==> src/rtl/carrier_phase_gen.sv <==
module carrier_phase_gen #(
  parameter int PRESCALE   = 2,
  parameter int TICKS      = 32,
  parameter int CODE_W     = 4,
  parameter int ZERO_CODE  = 7,
  parameter int RESET_CODE = 8,
  parameter int STB_TICKS  = 2,
  parameter int ON_DELAY   = 2048,
  parameter int WAKE_DELAY = 4144,
  parameter int WIN_LEN    = 1024
) (
  input  logic              clk,
  input  logic              rst_n,
  input  logic              drive_on,
  input  logic              wake,
  input  logic              adj_up,
  output logic              drv_a,
  output logic              drv_b,
  output logic              sample_stb,
  output logic              preset_win,
  output logic [CODE_W-1:0] phase_code
);

  localparam int PW   = (PRESCALE > 1) ? $clog2(PRESCALE) : 1;
  localparam int TW   = $clog2(TICKS);
  localparam int BASE = TICKS / 2 - ZERO_CODE + TICKS;
  localparam int DMAX = (ON_DELAY > WAKE_DELAY) ?
                        ((ON_DELAY > WIN_LEN) ? ON_DELAY : WIN_LEN) :
                        ((WAKE_DELAY > WIN_LEN) ? WAKE_DELAY : WIN_LEN);
  localparam int DW   = $clog2(DMAX + 1);
  localparam logic [CODE_W-1:0] CODE_TOP = '1;

  typedef enum logic [1:0] {T_IDLE, T_WAIT, T_WIN} tmr_state_t;

  logic [PW-1:0]     pre;
  logic [TW-1:0]     cnt;
  logic              tick, wrap;
  logic              drive_q, on_ev;
  tmr_state_t        state;
  logic [DW-1:0]     tmr;
  logic [TW-1:0]     stb_pos, stb_dist;

  assign tick  = (int'(pre) == PRESCALE - 1);
  assign wrap  = tick && (int'(cnt) == TICKS - 1);
  assign on_ev = drive_on && !drive_q;

  always_ff @(posedge clk) begin
    if (!rst_n) begin
      pre <= '0;
      cnt <= '0;
    end else begin
      pre <= tick ? '0 : pre + 1'b1;
      if (tick) cnt <= cnt + 1'b1;
    end
  end

  assign drv_a = drive_on & ~cnt[TW-1];
  assign drv_b = drive_on &  cnt[TW-1];

  always_ff @(posedge clk) begin
    if (!rst_n) begin
      drive_q <= 1'b1;
      state   <= T_WAIT;
      tmr     <= DW'(WAKE_DELAY - 1);
    end else begin
      drive_q <= drive_on;
      if (wake) begin
        state <= T_WAIT;
        tmr   <= DW'(WAKE_DELAY - 1);
      end else if (on_ev) begin
        state <= T_WAIT;
        tmr   <= DW'(ON_DELAY - 1);
      end else if (state != T_IDLE) begin
        if (tmr == '0) begin
          state <= (state == T_WAIT) ? T_WIN : T_IDLE;
          tmr   <= DW'(WIN_LEN - 1);
        end else begin
          tmr <= tmr - 1'b1;
        end
      end
    end
  end

  assign preset_win = (state == T_WIN);

  always_ff @(posedge clk) begin
    if (!rst_n) begin
      phase_code <= CODE_W'(RESET_CODE);
    end else if (preset_win && wrap) begin
      if (adj_up && phase_code != CODE_TOP)
        phase_code <= phase_code + 1'b1;
      else if (!adj_up && phase_code != '0)
        phase_code <= phase_code - 1'b1;
    end
  end

  assign stb_pos    = TW'((BASE + int'(phase_code)) % TICKS);
  assign stb_dist   = cnt - stb_pos;
  assign sample_stb = (int'(stb_dist) < STB_TICKS);

endmodule

==> config.mk <==
export PLATFORM = sky130hd
export DESIGN_NAME = carrier_phase_gen
export DESIGN_NICKNAME = d
export VERILOG_FILES = /design/src/rtl/carrier_phase_gen.sv
export SDC_FILE = /design/constraint.sdc
export NUM_CORES = 1
export LEC_CHECK = 0
export BUFFER_PORTS_ARGS = -buffer_cell sky130_fd_sc_hd__buf_2
export CORE_MARGIN = 1.5
export CORE_UTILIZATION = 55
export CTS_CLUSTER_DIAMETER = 200
export DETAILED_ROUTE_END_ITERATION = 16
export HOLD_SLACK_MARGIN = 0.06
export PLACE_DENSITY = 0.81
export SYNTH_ARGS = -nofsm -noshare
export SYNTH_HDL_FRONTEND = slang
export SYNTH_SLANG_ARGS = --single-unit
==> constraint.sdc <==
create_clock -name clk -period 3.3 [get_ports clk]
set_clock_uncertainty 0.1 [all_clocks]
set_input_delay 0 -clock clk [delete_from_list [all_inputs] [get_ports clk]]
set_output_delay 0 -clock clk [all_outputs]
set_load 0.05 [all_outputs]
# Word-level counts from Yosys, hierarchy flattened
# Index checks and enable logic that the tools add are counted.
[classes]
add_sub_neg = 7
n_lt_le_gt_ge = 1
n_eq_ne = 4
muxes = 6
bitwise_logic = 4
n_reduce_logical = 17
[op_table]
columns = ["op", "count"]
rows = [
  ["$mux W13", 3],
  ["$logic_not A13 Y1", 1],
  ["$sub A13 B1 Y13 const B", 1],
  ["$mux W4", 2],
  ["$reduce_bool A2 Y1", 3],
  ["$add A4 B4 Y5 const A", 1],
  ["$add A5 B1 Y5 const B", 1],
  ["$eq A5 B1 Y1 const B", 1],
  ["$logic_and A1 B1 Y1", 5],
  ["$lt A5 B2 Y1 const B", 1],
  ["$sub A5 B5 Y5", 1],
  ["$add A4 B1 Y4 const B", 1],
  ["$ne A4 B4 Y1 const B", 1],
  ["$reduce_and A2 Y1", 2],
  ["$reduce_bool A4 Y1", 1],
  ["$reduce_or A2 Y1", 2],
  ["$sub A4 B1 Y4 const B", 1],
  ["$reduce_or A3 Y1", 1],
  ["$and A1 B1 Y1", 2],
  ["$eq A2 B1 Y1 const B", 1],
  ["$eq A2 B2 Y1 const B", 1],
  ["$logic_not A1 Y1", 2],
  ["$mux W2", 1],
  ["$not A1 Y1", 2],
  ["$add A1 B1 Y1 const B", 1],
]
[word_totals]
regBits = 26
input_bits = 5
out_inout_bits = 8
word_cells = 46

# Logic depth before layout (Yosys ltp)
# Gate-level depths: netlist of the first run.
[logic_depth]
ltp_word = 4
mapped_depth = 7
ltp_nobuf = 7

# Least setup slack after synthesis of the first run
# Ideal clock, no wire load.
[synth_path]
kind = "register to output"
from = "register phase_code[1]"
to = "output port sample_stb"
arrival_time_ns = 3.454
required_time_ns = 3.200
setup_slack_ns = -0.254
path_stages_with_launch = 8
n_path_buf = 0
cell_sequence = "dfxtp_1 inv_1 ha_1 ha_1 inv_1 fa_1 xnor2_1 nor4b_1"
[synth_between]
elab_chain_cells = 3
[synth_rtl]
columns = ["item", "line_no", "source"]
rows = [
  ["start: declaration", "21", "output logic [CODE_W-1:0] phase_code"],
  ["start signal: assignment", "88", "phase_code <= CODE_W'(RESET_CODE);"],
  ["start signal: assignment", "91", "phase_code <= phase_code + 1'b1;"],
  ["start signal: assignment", "93", "phase_code <= phase_code - 1'b1;"],
  ["$add A4 B4 Y5", "97", "assign stb_pos = TW'((BASE + int'(phase_code)) % TICKS);"],
  ["$sub A5 B5 Y5", "98", "assign stb_dist = cnt - stb_pos;"],
  ["$lt A5 B2 Y1", "99", "assign sample_stb = (int'(stb_dist) < STB_TICKS);"],
  ["end: declaration", "19", "output logic sample_stb,"],
]
# No other way between the ends.

# Final worst setup path of the first run
# Same ends and word-level chain as after synthesis.

==> impl_metrics.toml, run 1 <==
[status]
outcome = "completed"

[global_route]
grt_pass1_vias = 1244
grt_pass1_wl_um = 5470
track_usage = 0.218
grt_max_degree = 16
overflow = 0
antenna_found_initial = 0

[yosys]
postSynthCellCount = 174
yosysTopAreaCell = "dfxtp_1"
synth_flop_cell = "dfxtp_1"
syn_nets = 193
netlist.area_leader.share = 0.340
ys_types = 45
ys_ff_latch = 26
synth_area_mm2 = 0.00153
synth_area_per_cell_um2 = 8.79
async_flop_share = 0
yosysWarnings = 0
ys_seq_area_frac = 0.340
synth_enable_flop_cells = 0
synth.area.top_cells = "dfxtp_1 34%, ha_1 9.8%, xnor2_1 4.6%"

[hold_path]
hold_path_class = "input pin to flip-flop"

[drt]
num_vias = 1273
wl_met3_um = 94
drtIter0Drc = 28
first_pass_iters = 4
drt_wl_total_um = 3080
vias_per_cell = 5.79
drc = 0
ant_nets = 0
routedWlPerCell_um = 14.0
routed.top_layer = "met4"
wl_met2_um = 1520
wl_met1_um = 1440

[placed_design]
gp_congestion = 0.848
io_buffers = 12
placed_cell_area_mm2 = 0.00162
hpwl_um = 2280

[finish]
drive_gt1_frac = 0.116
fin_util = 0.671
post-route-cell-area_mm2 = 0.00171
area_growth_pct = 11.6
layout_commonest_cell = "dfxtp_1"
fin_nets = 210
diodes = 0
final_cell_mix = "26 x dfxtp_1, 16 x nor2_1, 13 x a21oi_1, 13 x nand2_1"

[sta]
setup_tns_ns = 0
finalCritPeriodShare = 0.788
final-setup-viol-count = 0
slew_headroom = 0.628
rsz0062_at_grt = "false"
fmaxAchievable_mhz = 384
drv_slew = 0
hold_viol = 0
whs_ns = 0.0898
worst_pin_slew_ns = 0.557
layout_min_cycle_time_ns = 2.60

[setup_path]
cp.arrival_ns = 2.50
rrSetupSlack_ns = 0.93
r2r-start = "phase_code[0]"
required_ns = 3.20
worstPathCellList = "inv_1 -> ha_1 -> ha_1 -> inv_1 -> fa_1 -> xnor2_1 -> nor4b_2 -> buf_2"
reg2regPathDepth = 7
crit_type = "flip-flop to primary output"
path_max_fanout = 7
start_kind = "flip-flop"
slowest_stage = "dfxtp_1"
r2r_end = "phase_code[3]"
critical-path-max-stage-delay_ns = 0.50
worstSetupEndpoint = "sample_stb"
end_kind = "primary output"
crit_start = "phase_code[1]"

[power_and_ir_drop]
swShare = 0.229
cellLeakagePower_nw = 0.722
intPower_mw = 0.473
switching_power_mw = 0.141
p_seq_frac = 0.537
finalPower_mw = 0.613
combPwrFrac = 0.101
power_frac_clock = 0.362
irDropWorstVdd_uv = 238
p_per_area_mw_per_mm2 = 359

[floorplanning]
rows = 18
ios = 13
coreArea_mm2 = 0.00254
die-area_mm2 = 0.00311
fp.dieH_um = 55.7
start_util = 0.601
die_x_um = 55.7

[clock_network]
cts_tree = "yes"
clock_sinks = 26
cts_buffer_depth = 2
clk_pin_slew_ns = 0.15
cts_buffers = 3
clockRootBuffer = "clkbuf_4"
clk-insertion-delay-late_ns = 0.32
cts-htree-levels = 1

[flow_run]
drv_cap = 0
power groups by stage:
| stage | Combinational, mW | Sequential [mW] | Clock [mW] |
|---|---|---|---|
| CTS | 0.0616 | 0.329 | 0.226 |
| floorplan | 0.0475 | 0.333 | 0 |
| detailed placement | 0.0578 | 0.336 | 0 |
| global placement | 0.0541 | 0.336 | 0 |
| finish | 0.0618 | 0.330 | 0.222 |
| global route | 0.0703 | 0.331 | 0.241 |
kinds of logic (layout without fill, tap and decap cells):
| kind of cell | after synthesis | after routing | synth area share |
|---|---|---|---|
| AOI/OAI and AO/OA | 30 | 30 | 0.125 |
| xor gates and xnor gates | 15 | 15 | 0.0859 |
| adders and majority gates | 14 | 14 | 0.124 |
| buffers and inverters | 15 | 31 | 0.0392 |
| DFF | 26 | 26 | 0.340 |
| muxes | 5 | 5 | 0.0335 |
| and+or+nand+nor | 69 | 69 | 0.252 |
worst min path at each step:
stage / from / to / slack [ns] / cells past startpoint
5_1_grt: drive_on / tmr[12] / 0.14 / 3
3_3_place_gp: rst_n / drive_q / 0.12 / 2
6_report: drive_on / tmr[12] / 0.09 / 3
4_1_cts: drive_on / tmr[12] / 0.09 / 3
3_5_place_dp: rst_n / drive_q / 0.13 / 2
2_1_floorplan: rst_n / drive_q / -0.03 / 1
Yosys cell counts, types with 2 or more instances:
cell	number
nand4b_1	2
or2_1	2
xnor2_1	8
and3_1	2
inv_1	10
mux2i_1	4
nand3_1	4
nand3b_1	2
or3_1	2
ha_1	12
nand4_1	4
fa_1	2
dfxtp_1	26
and2_1	2
a21oi_1	13
nor3_1	2
xor2_1	7
o21ai_0	2
nor4b_1	2
nand2_1	13
o211ai_1	2
nor2b_1	5
nor2_1	16
a21o_1	3
buf_2	3
o211a_1	2
nand2b_1	4
cell type report:
type                            instances  area [um^2]
Fill cell                             233          837
Clock inverter                          1         30.0
Clock buffer                            3         22.5
Timing Repair Buffer                   16          100
Tap cell                               30         37.5
Sequential cell                        26          520
Multi-Input combinational cell        133          956
Inverter                               11         41.3
timing repair:
action                     4_1_cts  5_1_grt
setup buffers                    0        0
hold endpoints to repair        18        0
resized for setup                0        0
setup endpoints to repair        0        0
hold buffers                     4        0
routing by layer:
layer,up-vias,GRT usage
li1,647,-
met1,599,0.289
met2,23,0.369
met3,4,0.0279
met4,0,0.0662
met5,-,0
registers in the layout, indices dropped and copies added (netlist names):
name	cells
state	2
phase_code	4
pre	1
cnt	5
drive_q	1
tmr	13
critical path, delay by kind of cell (launching register included):
kind,cells,cell delay (ns)
DFF,1,0.50
adders and majority gates,3,0.82
xor gates and xnor gates,1,0.15
and+or+nand+nor,1,0.25
buffers and inverters,3,0.45
stage by stage:
stage / std cells / worst slack, ns
after floorplan: 174 / 0.431
after global placement: 212 / 1.12
after detailed placement: 212 / 1.01
after CTS: 220 / 0.676
after global routing: 220 / 0.502
final: 220 / 0.698
(Power assumes the default switching activity.)
==> run 2: changes to the inputs <==
==> constraint.sdc (replaced) <==
create_clock -name clk -period 2.5 [get_ports clk]
set_clock_uncertainty 0.1 [all_clocks]
set_input_delay 0 -clock clk [delete_from_list [all_inputs] [get_ports clk]]
set_output_delay 0 -clock clk [all_outputs]
set_load 0.05 [all_outputs]
==> run 2 against run 1 <==
Net effect: clock power increased by 31%; sequential power increased by 32%; setup slack got worse by 0.60 ns; count of clock-buffer cells in the layout unchanged; worst hold slack improved by 0.33 ns; sequential share of layout area decreased by 0.78 points; non-clock buffer count increased by 4; register-to-register slack got worse by 0.81 ns; flip-flop and latch count unchanged; global-route usage increased by 0.81 points; combinational power increased by 67%; largest power group unchanged; highest routed layer unchanged.
==> impl_metrics.toml, run 2 (same netlist as run 1, synthesis figures left out) <==
[placed_design]
dp.cells = 213
hpwl_um = 2200
placed_cell_area_mm2 = 0.00164
io_buffers = 12
place_ws_ns = 0.241
gp_congestion = 0.800

[setup_path]
required_ns = 2.40
reg2regPathDepth = 8
start_kind = "flip-flop"
critPathTopFamily = "adder cells"
crit_top_cell = "ha_1"
worst-path-buf-inv = 2
end_kind = "primary output"
cp.arrival_ns = 2.30
r2r_end = "phase_code[3]"
slowest_stage = "dfxtp_4"
rrSetupSlack_ns = 0.12
crit_type = "flip-flop to primary output"
worstPathCellList = "inv_1 -> ha_1 -> ha_1 -> a21o_1 -> a21oi_2 -> xnor2_2 -> nor4b_4 -> buf_6"
path_max_fanout = 3
critical-path-max-stage-delay_ns = 0.38
r2r-start = "phase_code[2]"

[global_route]
grt_pass1_wl_um = 5520
grt_max_degree = 16
grt_use_met2 = 0.381
top_usage_layer = "met2"
use_met3 = 0.0465
track_usage = 0.226
overflow = 0
antenna_found_initial = 0
grt_pass1_vias = 1187
grt.met1_usage = 0.290

[drt]
num_vias = 1283
drtIter0Drc = 26
drt_wl_total_um = 3310
drc = 0
ant_nets = 0
routedWlPerCell_um = 14.8
vias_per_cell = 5.73
first_pass_iters = 6

[sta]
setup_tns_ns = 0
layout_min_cycle_time_ns = 2.40
whs_ns = 0.417
finalCritPeriodShare = 0.962
slew_headroom = 0.654
worst_pin_slew_ns = 0.515
drv_slew = 0
hold_viol = 0
fmaxAchievable_mhz = 416
final-setup-viol-count = 0
setup_slack_ns = 0.0958

[finish]
post-route-cell-area_mm2 = 0.00179
reg_top3 = "tmr (13), cnt (5), phase_code (4)"
layout_commonest_cell = "dfxtp_1"
largest_reg_flops = 13
top_register = "tmr"
final_cell_mix = "22 x dfxtp_1, 16 x nor2_1, 13 x nand2_1"
fin_util = 0.702
drive_gt1_frac = 0.170
fin_nets = 214
area_growth_pct = 16.8
nFillCells = 192
fin_cells = 224
diodes = 0

[clock_network]
clk_pin_slew_ns = 0.15
cts-htree-levels = 1
cts_buffers = 3
clockRootBuffer = "clkbuf_4"
cts_buffer_depth = 2
clock_sinks = 26
cts_tree = "yes"
clk-insertion-delay-late_ns = 0.32

[floorplanning]
ios = 13
die-area_mm2 = 0.00311
rows = 18
start_util = 0.601
coreArea_mm2 = 0.00254
fp.dieH_um = 55.7
die_x_um = 55.7

[power_and_ir_drop]
p_per_area_mw_per_mm2 = 464
finalPower_mw = 0.828
irDropWorstVdd_uv = 388
cellLeakagePower_nw = 0.761

[hold_path]
worstHoldStart = "tmr[11]"
min_to = "tmr[11]"
min_path_cells = 2
hold_path_class = "flip-flop to flip-flop"

[flow_run]
drv_cap = 0

[status]
outcome = "completed"
run 2: cell types whose count changed in the layout (fill, tap and decap cells not counted), moves of 2 or more:
cell	change
dfxtp_1	-4
xnor2_2	+2
dfxtp_4	+2
buf_4	+3
xnor2_1	-2
dfxtp_2	+2
run 2: worst register-to-register path, stage by stage, from the launching register on:
cell      delay, ns
dfxtp_4        0.37
buf_4          0.13
and4_1         0.25
nand2b_1       0.22
ha_1           0.36
a21oi_1        0.10
a211oi_1       0.25
o211a_1        0.19
mux2_1         0.31
run 2: metal layers:
metal | vias up | share of wire
li1 | 648 | -
met1 | 599 | 0.46
met2 | 32 | 0.49
met3 | 4 | 0.046
met4 | 0 | 0.010
met5 | - | 0
run 2: worst max path at each step:
stage / start / to / slack, ns / cells after the start
floorplan: phase_code[3] / phase_code[3] / 0.07 / 7
global placement: phase_code[3] / phase_code[3] / 0.39 / 7
detailed placement: phase_code[3] / phase_code[3] / 0.24 / 7
CTS: phase_code[2] / sample_stb / 0.01 / 8
global route: phase_code[1] / sample_stb / -0.01 / 8
finish: phase_code[2] / sample_stb / 0.1 / 8
run 2: where the power goes:
part | internal [mW] | switching [mW]
clock network | 0.162 | 0.129
registers | 0.422 | 0.0123
logic | 0.0489 | 0.0545
total | 0.633 | 0.196
run 2: repair_timing:
action	in CTS	in global routing
gates cloned	0	0
pin swaps	0	3
hold buffers	5	0
endpoints found under the setup margin	1	1
hold endpoints to repair	18	0
gates resized for setup	4	5
setup buffers	1	1
run 2: final cells by class:
| class | instances | area (um^2) | share of cell area |
|---|---|---|---|
| clock buffers | 3 | 22.5 | 0.0126 |
| clock inverters | 1 | 30.0 | 0.0168 |
| inverters | 11 | 41.3 | 0.0231 |
| multi-input cells | 133 | 986 | 0.552 |
| flip-flops and latches | 26 | 531 | 0.297 |
| well taps | 30 | 37.5 | 0.0210 |
| repair buffers | 20 | 139 | 0.0777 |
